===== config.mk =====
export PLATFORM = sky130hd
export DESIGN_NAME = reload_match_pwm
export DESIGN_NICKNAME = d
export VERILOG_FILES = /design/src/rtl/reload_match_pwm_pkg.sv /design/src/rtl/rmp_regfile.sv /design/src/rtl/rmp_prescaler.sv /design/src/rtl/rmp_counter.sv /design/src/rtl/rmp_wave.sv /design/src/rtl/reload_match_pwm.sv
export SDC_FILE = /design/constraint.sdc
export NUM_CORES = 1
export LEC_CHECK = 0
export ABC_AREA = 1
export BUFFER_PORTS_ARGS = -buffer_cell sky130_fd_sc_hd__buf_4
export CAP_MARGIN = 20
export CORE_UTILIZATION = 55
export CTS_CLUSTER_DIAMETER = 100
export CTS_CLUSTER_SIZE = 28
export DETAILED_ROUTE_END_ITERATION = 12
export MAX_ROUTING_LAYER = met4
export PLACE_DENSITY = 0.84
export SYNTH_ARGS = -nofsm -noshare
export SYNTH_HDL_FRONTEND = slang
export SYNTH_SLANG_ARGS = --single-unit

===== constraint.sdc =====
create_clock -name clk -period 1.73 [get_ports clk]
set_input_delay 0.2595 -clock clk [delete_from_list [all_inputs] [get_ports clk]]
set_output_delay 0.2595 -clock clk [all_outputs]
set_load 0.01 [all_outputs]

===== src/rtl/reload_match_pwm_pkg.sv =====
package reload_match_pwm_pkg;
  localparam int SEL_W = 3;

  typedef enum logic [SEL_W-1:0] {
    SEL_CTRL  = 3'd0,
    SEL_LOAD  = 3'd1,
    SEL_MATCH = 3'd2,
    SEL_COUNT = 3'd3,
    SEL_PSC   = 3'd4
  } reg_sel_e;

  localparam int CTRL_RUN = 0;
  localparam int CTRL_INV = 1;
  localparam int CTRL_ERR = 2;
endpackage


===== src/rtl/rmp_regfile.sv =====
module rmp_regfile
  import reload_match_pwm_pkg::*;
#(
  parameter int CNT_W = 32,
  parameter int PSC_W = 3
) (
  input  logic             clk,
  input  logic             rst_n,
  input  logic             wr_en,
  input  logic [SEL_W-1:0] wr_sel,
  input  logic [CNT_W-1:0] wr_data,
  input  logic [SEL_W-1:0] rd_sel,
  input  logic [CNT_W-1:0] cnt_q,
  output logic [CNT_W-1:0] rd_data,
  output logic             run_q,
  output logic             inv_q,
  output logic             err_q,
  output logic [CNT_W-1:0] load_q,
  output logic [CNT_W-1:0] match_q,
  output logic             psc_en_q,
  output logic [PSC_W-1:0] psc_field_q,
  output logic             cnt_wr,
  output logic             stop_req
);
  logic ctrl_wr, cfg_wr, blocked;

  always_comb begin
    ctrl_wr  = wr_en && (wr_sel == SEL_CTRL);
    cfg_wr   = wr_en && ((wr_sel == SEL_LOAD) || (wr_sel == SEL_MATCH) ||
                         (wr_sel == SEL_COUNT) || (wr_sel == SEL_PSC));
    blocked  = cfg_wr && run_q;
    cnt_wr   = wr_en && (wr_sel == SEL_COUNT) && !run_q;
    stop_req = ctrl_wr && !wr_data[CTRL_RUN] && run_q;
  end

  always_ff @(posedge clk or negedge rst_n) begin
    if (!rst_n) begin
      run_q       <= 1'b0;
      inv_q       <= 1'b0;
      load_q      <= '0;
      match_q     <= '0;
      psc_en_q    <= 1'b0;
      psc_field_q <= '0;
    end else if (wr_en) begin
      case (wr_sel)
        SEL_CTRL: begin
          run_q <= wr_data[CTRL_RUN];
          if (!run_q) inv_q <= wr_data[CTRL_INV];
        end
        SEL_LOAD:  if (!run_q) load_q  <= wr_data;
        SEL_MATCH: if (!run_q) match_q <= wr_data;
        SEL_PSC: if (!run_q) begin
          psc_en_q    <= wr_data[PSC_W];
          psc_field_q <= wr_data[PSC_W-1:0];
        end
        default: ;
      endcase
    end
  end

  // sticky protection error: set by a dropped write, cleared by control bit 2
  always_ff @(posedge clk or negedge rst_n) begin
    if (!rst_n)                               err_q <= 1'b0;
    else if (blocked)                         err_q <= 1'b1;
    else if (ctrl_wr && wr_data[CTRL_ERR])    err_q <= 1'b0;
  end

  always_comb begin
    rd_data = '0;
    case (rd_sel)
      SEL_CTRL: begin
        rd_data[CTRL_RUN] = run_q;
        rd_data[CTRL_INV] = inv_q;
        rd_data[CTRL_ERR] = err_q;
      end
      SEL_LOAD:  rd_data = load_q;
      SEL_MATCH: rd_data = match_q;
      SEL_COUNT: rd_data = cnt_q;
      SEL_PSC:   rd_data = CNT_W'({psc_en_q, psc_field_q});
      default:   rd_data = '0;
    endcase
  end
endmodule


===== src/rtl/rmp_prescaler.sv =====
module rmp_prescaler #(
  parameter int PSC_W = 3
) (
  input  logic             clk,
  input  logic             rst_n,
  input  logic             run,
  input  logic             en,
  input  logic [PSC_W-1:0] field,
  output logic             tick
);
  localparam int PC_W = 1 << PSC_W;
  localparam logic [PSC_W-1:0] FMAX = PSC_W'(PC_W - 1);

  logic [PC_W-1:0]  pc_q;
  logic [PC_W-1:0]  limit;
  logic [PSC_W-1:0] shamt;

  // limit = 2^(field+1) - 1, built as a right-shifted all-ones mask
  always_comb begin
    shamt = FMAX - field;
    limit = {PC_W{1'b1}} >> shamt;
    tick  = run && (!en || (pc_q == limit));
  end

  always_ff @(posedge clk or negedge rst_n) begin
    if (!rst_n)                      pc_q <= '0;
    else if (!run || !en)            pc_q <= '0;
    else if (pc_q == limit)          pc_q <= '0;
    else                             pc_q <= pc_q + 1'b1;
  end
endmodule


===== src/rtl/rmp_counter.sv =====
module rmp_counter #(
  parameter int CNT_W = 32
) (
  input  logic             clk,
  input  logic             rst_n,
  input  logic             tick,
  input  logic [CNT_W-1:0] load_q,
  input  logic [CNT_W-1:0] match_q,
  input  logic             cnt_wr,
  input  logic [CNT_W-1:0] cnt_wr_val,
  output logic [CNT_W-1:0] cnt_q,
  output logic             ovf_evt,
  output logic             match_evt
);
  localparam logic [CNT_W-1:0] TOP = {CNT_W{1'b1}};

  always_comb begin
    ovf_evt   = tick && (cnt_q == TOP);
    match_evt = tick && (cnt_q == match_q);
  end

  always_ff @(posedge clk or negedge rst_n) begin
    if (!rst_n)        cnt_q <= '0;
    else if (cnt_wr)   cnt_q <= cnt_wr_val;
    else if (ovf_evt)  cnt_q <= load_q;
    else if (tick)     cnt_q <= cnt_q + 1'b1;
  end
endmodule


===== src/rtl/rmp_wave.sv =====
module rmp_wave (
  input  logic clk,
  input  logic rst_n,
  input  logic run_q,
  input  logic stop_req,
  input  logic inv_q,
  input  logic ovf_evt,
  input  logic match_evt,
  output logic pwm_out
);
  logic tgl_q;

  always_ff @(posedge clk or negedge rst_n) begin
    if (!rst_n)                    tgl_q <= 1'b0;
    else if (!run_q || stop_req)   tgl_q <= 1'b0;
    else if (ovf_evt || match_evt) tgl_q <= ~tgl_q;
  end

  assign pwm_out = tgl_q ^ inv_q;
endmodule


===== src/rtl/reload_match_pwm.sv =====
module reload_match_pwm
  import reload_match_pwm_pkg::*;
#(
  parameter int CNT_W = 32,
  parameter int PSC_W = 3
) (
  input  logic             clk,
  input  logic             rst_n,
  input  logic             wr_en,
  input  logic [SEL_W-1:0] wr_sel,
  input  logic [CNT_W-1:0] wr_data,
  input  logic [SEL_W-1:0] rd_sel,
  output logic [CNT_W-1:0] rd_data,
  output logic             pwm_out
);
  logic             run_q, inv_q, err_q, psc_en_q, cnt_wr, stop_req;
  logic             tick, ovf_evt, match_evt;
  logic [CNT_W-1:0] load_q, match_q, cnt_q;
  logic [PSC_W-1:0] psc_field_q;

  rmp_regfile #(.CNT_W(CNT_W), .PSC_W(PSC_W)) u_regs (
    .clk(clk), .rst_n(rst_n), .wr_en(wr_en), .wr_sel(wr_sel),
    .wr_data(wr_data), .rd_sel(rd_sel), .cnt_q(cnt_q), .rd_data(rd_data),
    .run_q(run_q), .inv_q(inv_q), .err_q(err_q), .load_q(load_q),
    .match_q(match_q), .psc_en_q(psc_en_q), .psc_field_q(psc_field_q),
    .cnt_wr(cnt_wr), .stop_req(stop_req)
  );

  rmp_prescaler #(.PSC_W(PSC_W)) u_psc (
    .clk(clk), .rst_n(rst_n), .run(run_q), .en(psc_en_q),
    .field(psc_field_q), .tick(tick)
  );

  rmp_counter #(.CNT_W(CNT_W)) u_cnt (
    .clk(clk), .rst_n(rst_n), .tick(tick), .load_q(load_q),
    .match_q(match_q), .cnt_wr(cnt_wr), .cnt_wr_val(wr_data),
    .cnt_q(cnt_q), .ovf_evt(ovf_evt), .match_evt(match_evt)
  );

  rmp_wave u_wave (
    .clk(clk), .rst_n(rst_n), .run_q(run_q), .stop_req(stop_req),
    .inv_q(inv_q), .ovf_evt(ovf_evt), .match_evt(match_evt),
    .pwm_out(pwm_out)
  );
endmodule


==> impl_metrics.json <==
{
  "status": "finished with violations",
  "failed_checks": "setup timing",
  "crit_path_cell_trace": "ha_4 > nand2_4 > nor2_4 > nand2_2 > nor2_4 > nand4_4 > nor3_4 > buf_12 > buf_8 > nor2_4 > nor2_2 > nand2_1 > nand2_1",
  "reg2reg_slack_ns": -0.31,
  "hp-start": "wr_data[15]",
  "slew_viol_final": 0,
  "ys_top_cells_by_count": "nand2_1, inv_1, dfrtp_1, nor2_1, o21ai_0",
  "drive_above_1_share": 0.251,
  "synth_largest_area_cell": "dfrtp_1",
  "place_inst": 1531,
  "reg2reg_depth": 13,
  "rows": 43,
  "antenna_found_initial": 1,
  "grt_pass1_wl_mm": 39.0,
  "synth.most_common_cell": "nand2_1",
  "fin_cells": 1572,
  "fin_crit_sh": 1.18,
  "r2r-start": "u_cnt.cnt_q[0]",
  "met1_length_mm": 9.92,
  "htree_levels": 3,
  "cpMostUsedCell": "nor2_4",
  "fin_area_mm2": 0.0105,
  "die_h_um": 122,
  "critPathBufInv": 2,
  "numCtsBuffers": 9,
  "synth_top_family_by_area": "simple AND/OR/NAND/NOR gates",
  "hold_class": "input pin to flip-flop",
  "wl_per_cell_um": 17.3,
  "netlist.area_leader.share": 0.356,
  "grt_pass1_vias": 8266,
  "finalHoldViolations": 0,
  "setup_slack_ns": -0.313,
  "timing.rr.end": "u_cnt.cnt_q[1]",
  "setup_violations": 37,
  "syn_area_per_cell_um2": 6.45,
  "routed_wl_mm": 27.2,
  "critPathMaxStageDelay_ns": 0.45,
  "place_hpwl_mm": 17.0,
  "hold_depth": 3,
  "cts.clk_slew.worst_paths_ns": 0.08,
  "p_per_area_mw_per_mm2": 1170,
  "slew-limit-headroom": 0.705,
  "grt_max_degree": 65,
  "period_minus_slack_ns": 2.04,
  "die_area_mm2": 0.0148,
  "wl_met2_mm": 12.6,
  "core_area_mm2": 0.0139,
  "worstPathRequired_ns": 2.05,
  "syn_nets": 1264,
  "cts_tree": "yes",
  "muxShareOfSynthArea": 0,
  "hold_path_end": "u_regs.load_q[15]",
  "portBuffers": 73,
  "overflow": 0,
  "cts_root_buf": "clkbuf_16",
  "ys_types": 37,
  "highest_layer": "met4",
  "initial_core_util": 0.566,
  "ant_nets": 0,
  "ys_dominant_reg_cell": "dfrtp_1",
  "max_freq_ghz": 0.489,
  "multiInputGateArea_mm2": 0.00456,
  "peakVddDrop_v": 0.000741,
  "skew_ns": 0.0158,
  "seq_area_frac_synth": 0.356,
  "synth_compound_area_frac": 0.121,
  "crit_path_top_delay_cell": "dfrtp_1",
  "regArea_mm2": 0.00281,
  "synth_xor_area_frac": 0.0445,
  "pre_cts_slack_ns": -0.175,
  "synth-edff-count": 0,
  "via_count": 9087,
  "vias_per_cell": 5.78,
  "die_w_um": 122,
  "drt_iter0_drc": 928,
  "crit_type": "flip-flop to flip-flop",
  "synthArstFlopShare": 1.00,
  "ys_seq_elements": 112,
  "yosys.area_share.adder": 0.00318,
  "io_pins": 74,
  "worstMarginPinSlew_ns": 0.441,
  "cp-end-kind": "flip-flop",
  "synth_area_leaders": "dfrtp_1, nand2_1, inv_1, o21ai_0, nor2_1",
  "netlist_area_mm2": 0.00788,
  "gp_congestion": 1.06,
  "nets": 1429,
  "grt.total_usage": 0.350,
  "clock-sinks": 112,
  "critical_path.startpoint_type": "flip-flop",
  "syn_inst": 1221,
  "insertion_delay_ns": 0.38,
  "total_power_mw": 12.2,
  "grt_setup_unrepaired": "true",
  "first_pass_iters": 8,
  "clockBufferDepth": 2,
  "place_area_mm2": 0.00931,
  "cpLargestDelayFamily": "simple AND/OR/NAND/NOR gates",
  "post-route-drc-count": 0,
  "yosysWarnings": 0,
  "maxCapViolations": 0,
  "yosys.area_share.simple": 0.341,
  "num-fill-cells": 978,
  "cp.arrival_ns": 2.37,
  "routed-wl-met3_mm": 2.88,
  "syn_to_final_growth_pct": 33.3,
  "p_leak_nw": 5.37,
  "crit_path_max_fanout": 6
}
logic make-up after synthesis:
| group | count (synthesis) |
|---|---|
| compound gates | 151 |
| xor+xnor | 40 |
| fa+ha+maj | 2 |
| buf+inv | 264 |
| flops | 112 |
| simple gates | 652 |
worst max path at each step:
| stage | end | slack, ns | cells past startpoint | start |
|---|---|---|---|---|
| floorplan | u_cnt.cnt_q[4] | -0.08 | 11 | u_cnt.cnt_q[1] |
| global placement | u_wave.tgl_q | -0.11 | 13 | u_regs.psc_field_q[2] |
| detailed placement | u_cnt.cnt_q[28] | -0.17 | 14 | u_regs.psc_field_q[2] |
| CTS | u_cnt.cnt_q[30] | -0.15 | 11 | u_cnt.cnt_q[0] |
| global route | u_cnt.cnt_q[1] | -0.40 | 13 | u_cnt.cnt_q[0] |
| finish | u_cnt.cnt_q[1] | -0.31 | 13 | u_cnt.cnt_q[0] |
sequential cells by signal, summed over array words and instances, names as in the netlist:
name	count
u_cnt.cnt_q	32
u_regs.load_q	32
u_regs.match_q	32
u_psc.pc_q	8
u_regs.psc_field_q	3
u_regs.err_q	1
u_regs.inv_q	1
u_regs.psc_en_q	1
u_regs.run_q	1
u_wave.tgl_q	1
placed cells by master, fill, tap and decap left out, drive strengths merged, types with 2 or more instances in the layout:
| cell type | instances |
|---|---|
| nand2 | 479 |
| inv | 211 |
| buf | 198 |
| dfrtp | 112 |
| nor2 | 93 |
| o21ai | 79 |
| nand3 | 58 |
| xor2 | 29 |
| o221ai | 25 |
| a21oi | 22 |
| o211ai | 17 |
| nor3 | 14 |
| clkbuf | 13 |
| xnor2 | 11 |
| nand4 | 7 |
| o22ai | 4 |
| bufinv | 3 |
| clkinv | 3 |
| clkinvlp | 2 |
| a31oi | 2 |
| nor3b | 2 |
| ha | 2 |
stage by stage:
stage / utilization / setup TNS [ns] / hold WS (ns)
floorplan: - / -1.58 / -0.0361
detailed placement: 0.668 / -4.14 / 0.276
finish: 0.754 / -6.79 / 0.162
CTS: 0.715 / -3.37 / 0.160
global placement: 0.668 / -2.40 / 0.277
global route: 0.754 / -11.41 / 0.169
report_power, final:
group          leakage [nW]  switching (mW)  internal (mW)
Combinational          3.78            3.49           2.48
Clock                 0.162            1.04           1.41
Sequential             1.42           0.575           3.26
area by class of cell:
| class | count | area share |
|---|---|---|
| antenna | 1 | 0.000238 |
| inverter | 213 | 0.0769 |
| tap | 180 | 0.0214 |
| clock buffer | 10 | 0.0218 |
| timing repair buffer | 202 | 0.168 |
| clock inverter | 6 | 0.0102 |
| sequential | 112 | 0.267 |
| multi-input combinational | 848 | 0.434 |
tightest hold or removal path, delay by kind of cell:
| family | cells | cell delay (ns) |
|---|---|---|
| buffers and inverters | 2 | 0.16 |
| AO/OA/AOI/OAI | 1 | 0.07 |
per-layer routing:
layer | vias to the layer above | track usage
met3 | 195 | 0.0655
met1 | 4167 | 0.428
met4 | 0 | 0.168
met5 | - | -
met2 | 631 | 0.559
li1 | 4094 | -
repair_timing:
action,CTS,global route
gates cloned,2,7
setup buffers,13,6
pin swaps,6,46
gates resized for setup,53,110
setup endpoints to repair,37,62
endpoints found under the hold margin,112,0
hold buffers,1,0
Power figures use the tool's default switching activity.
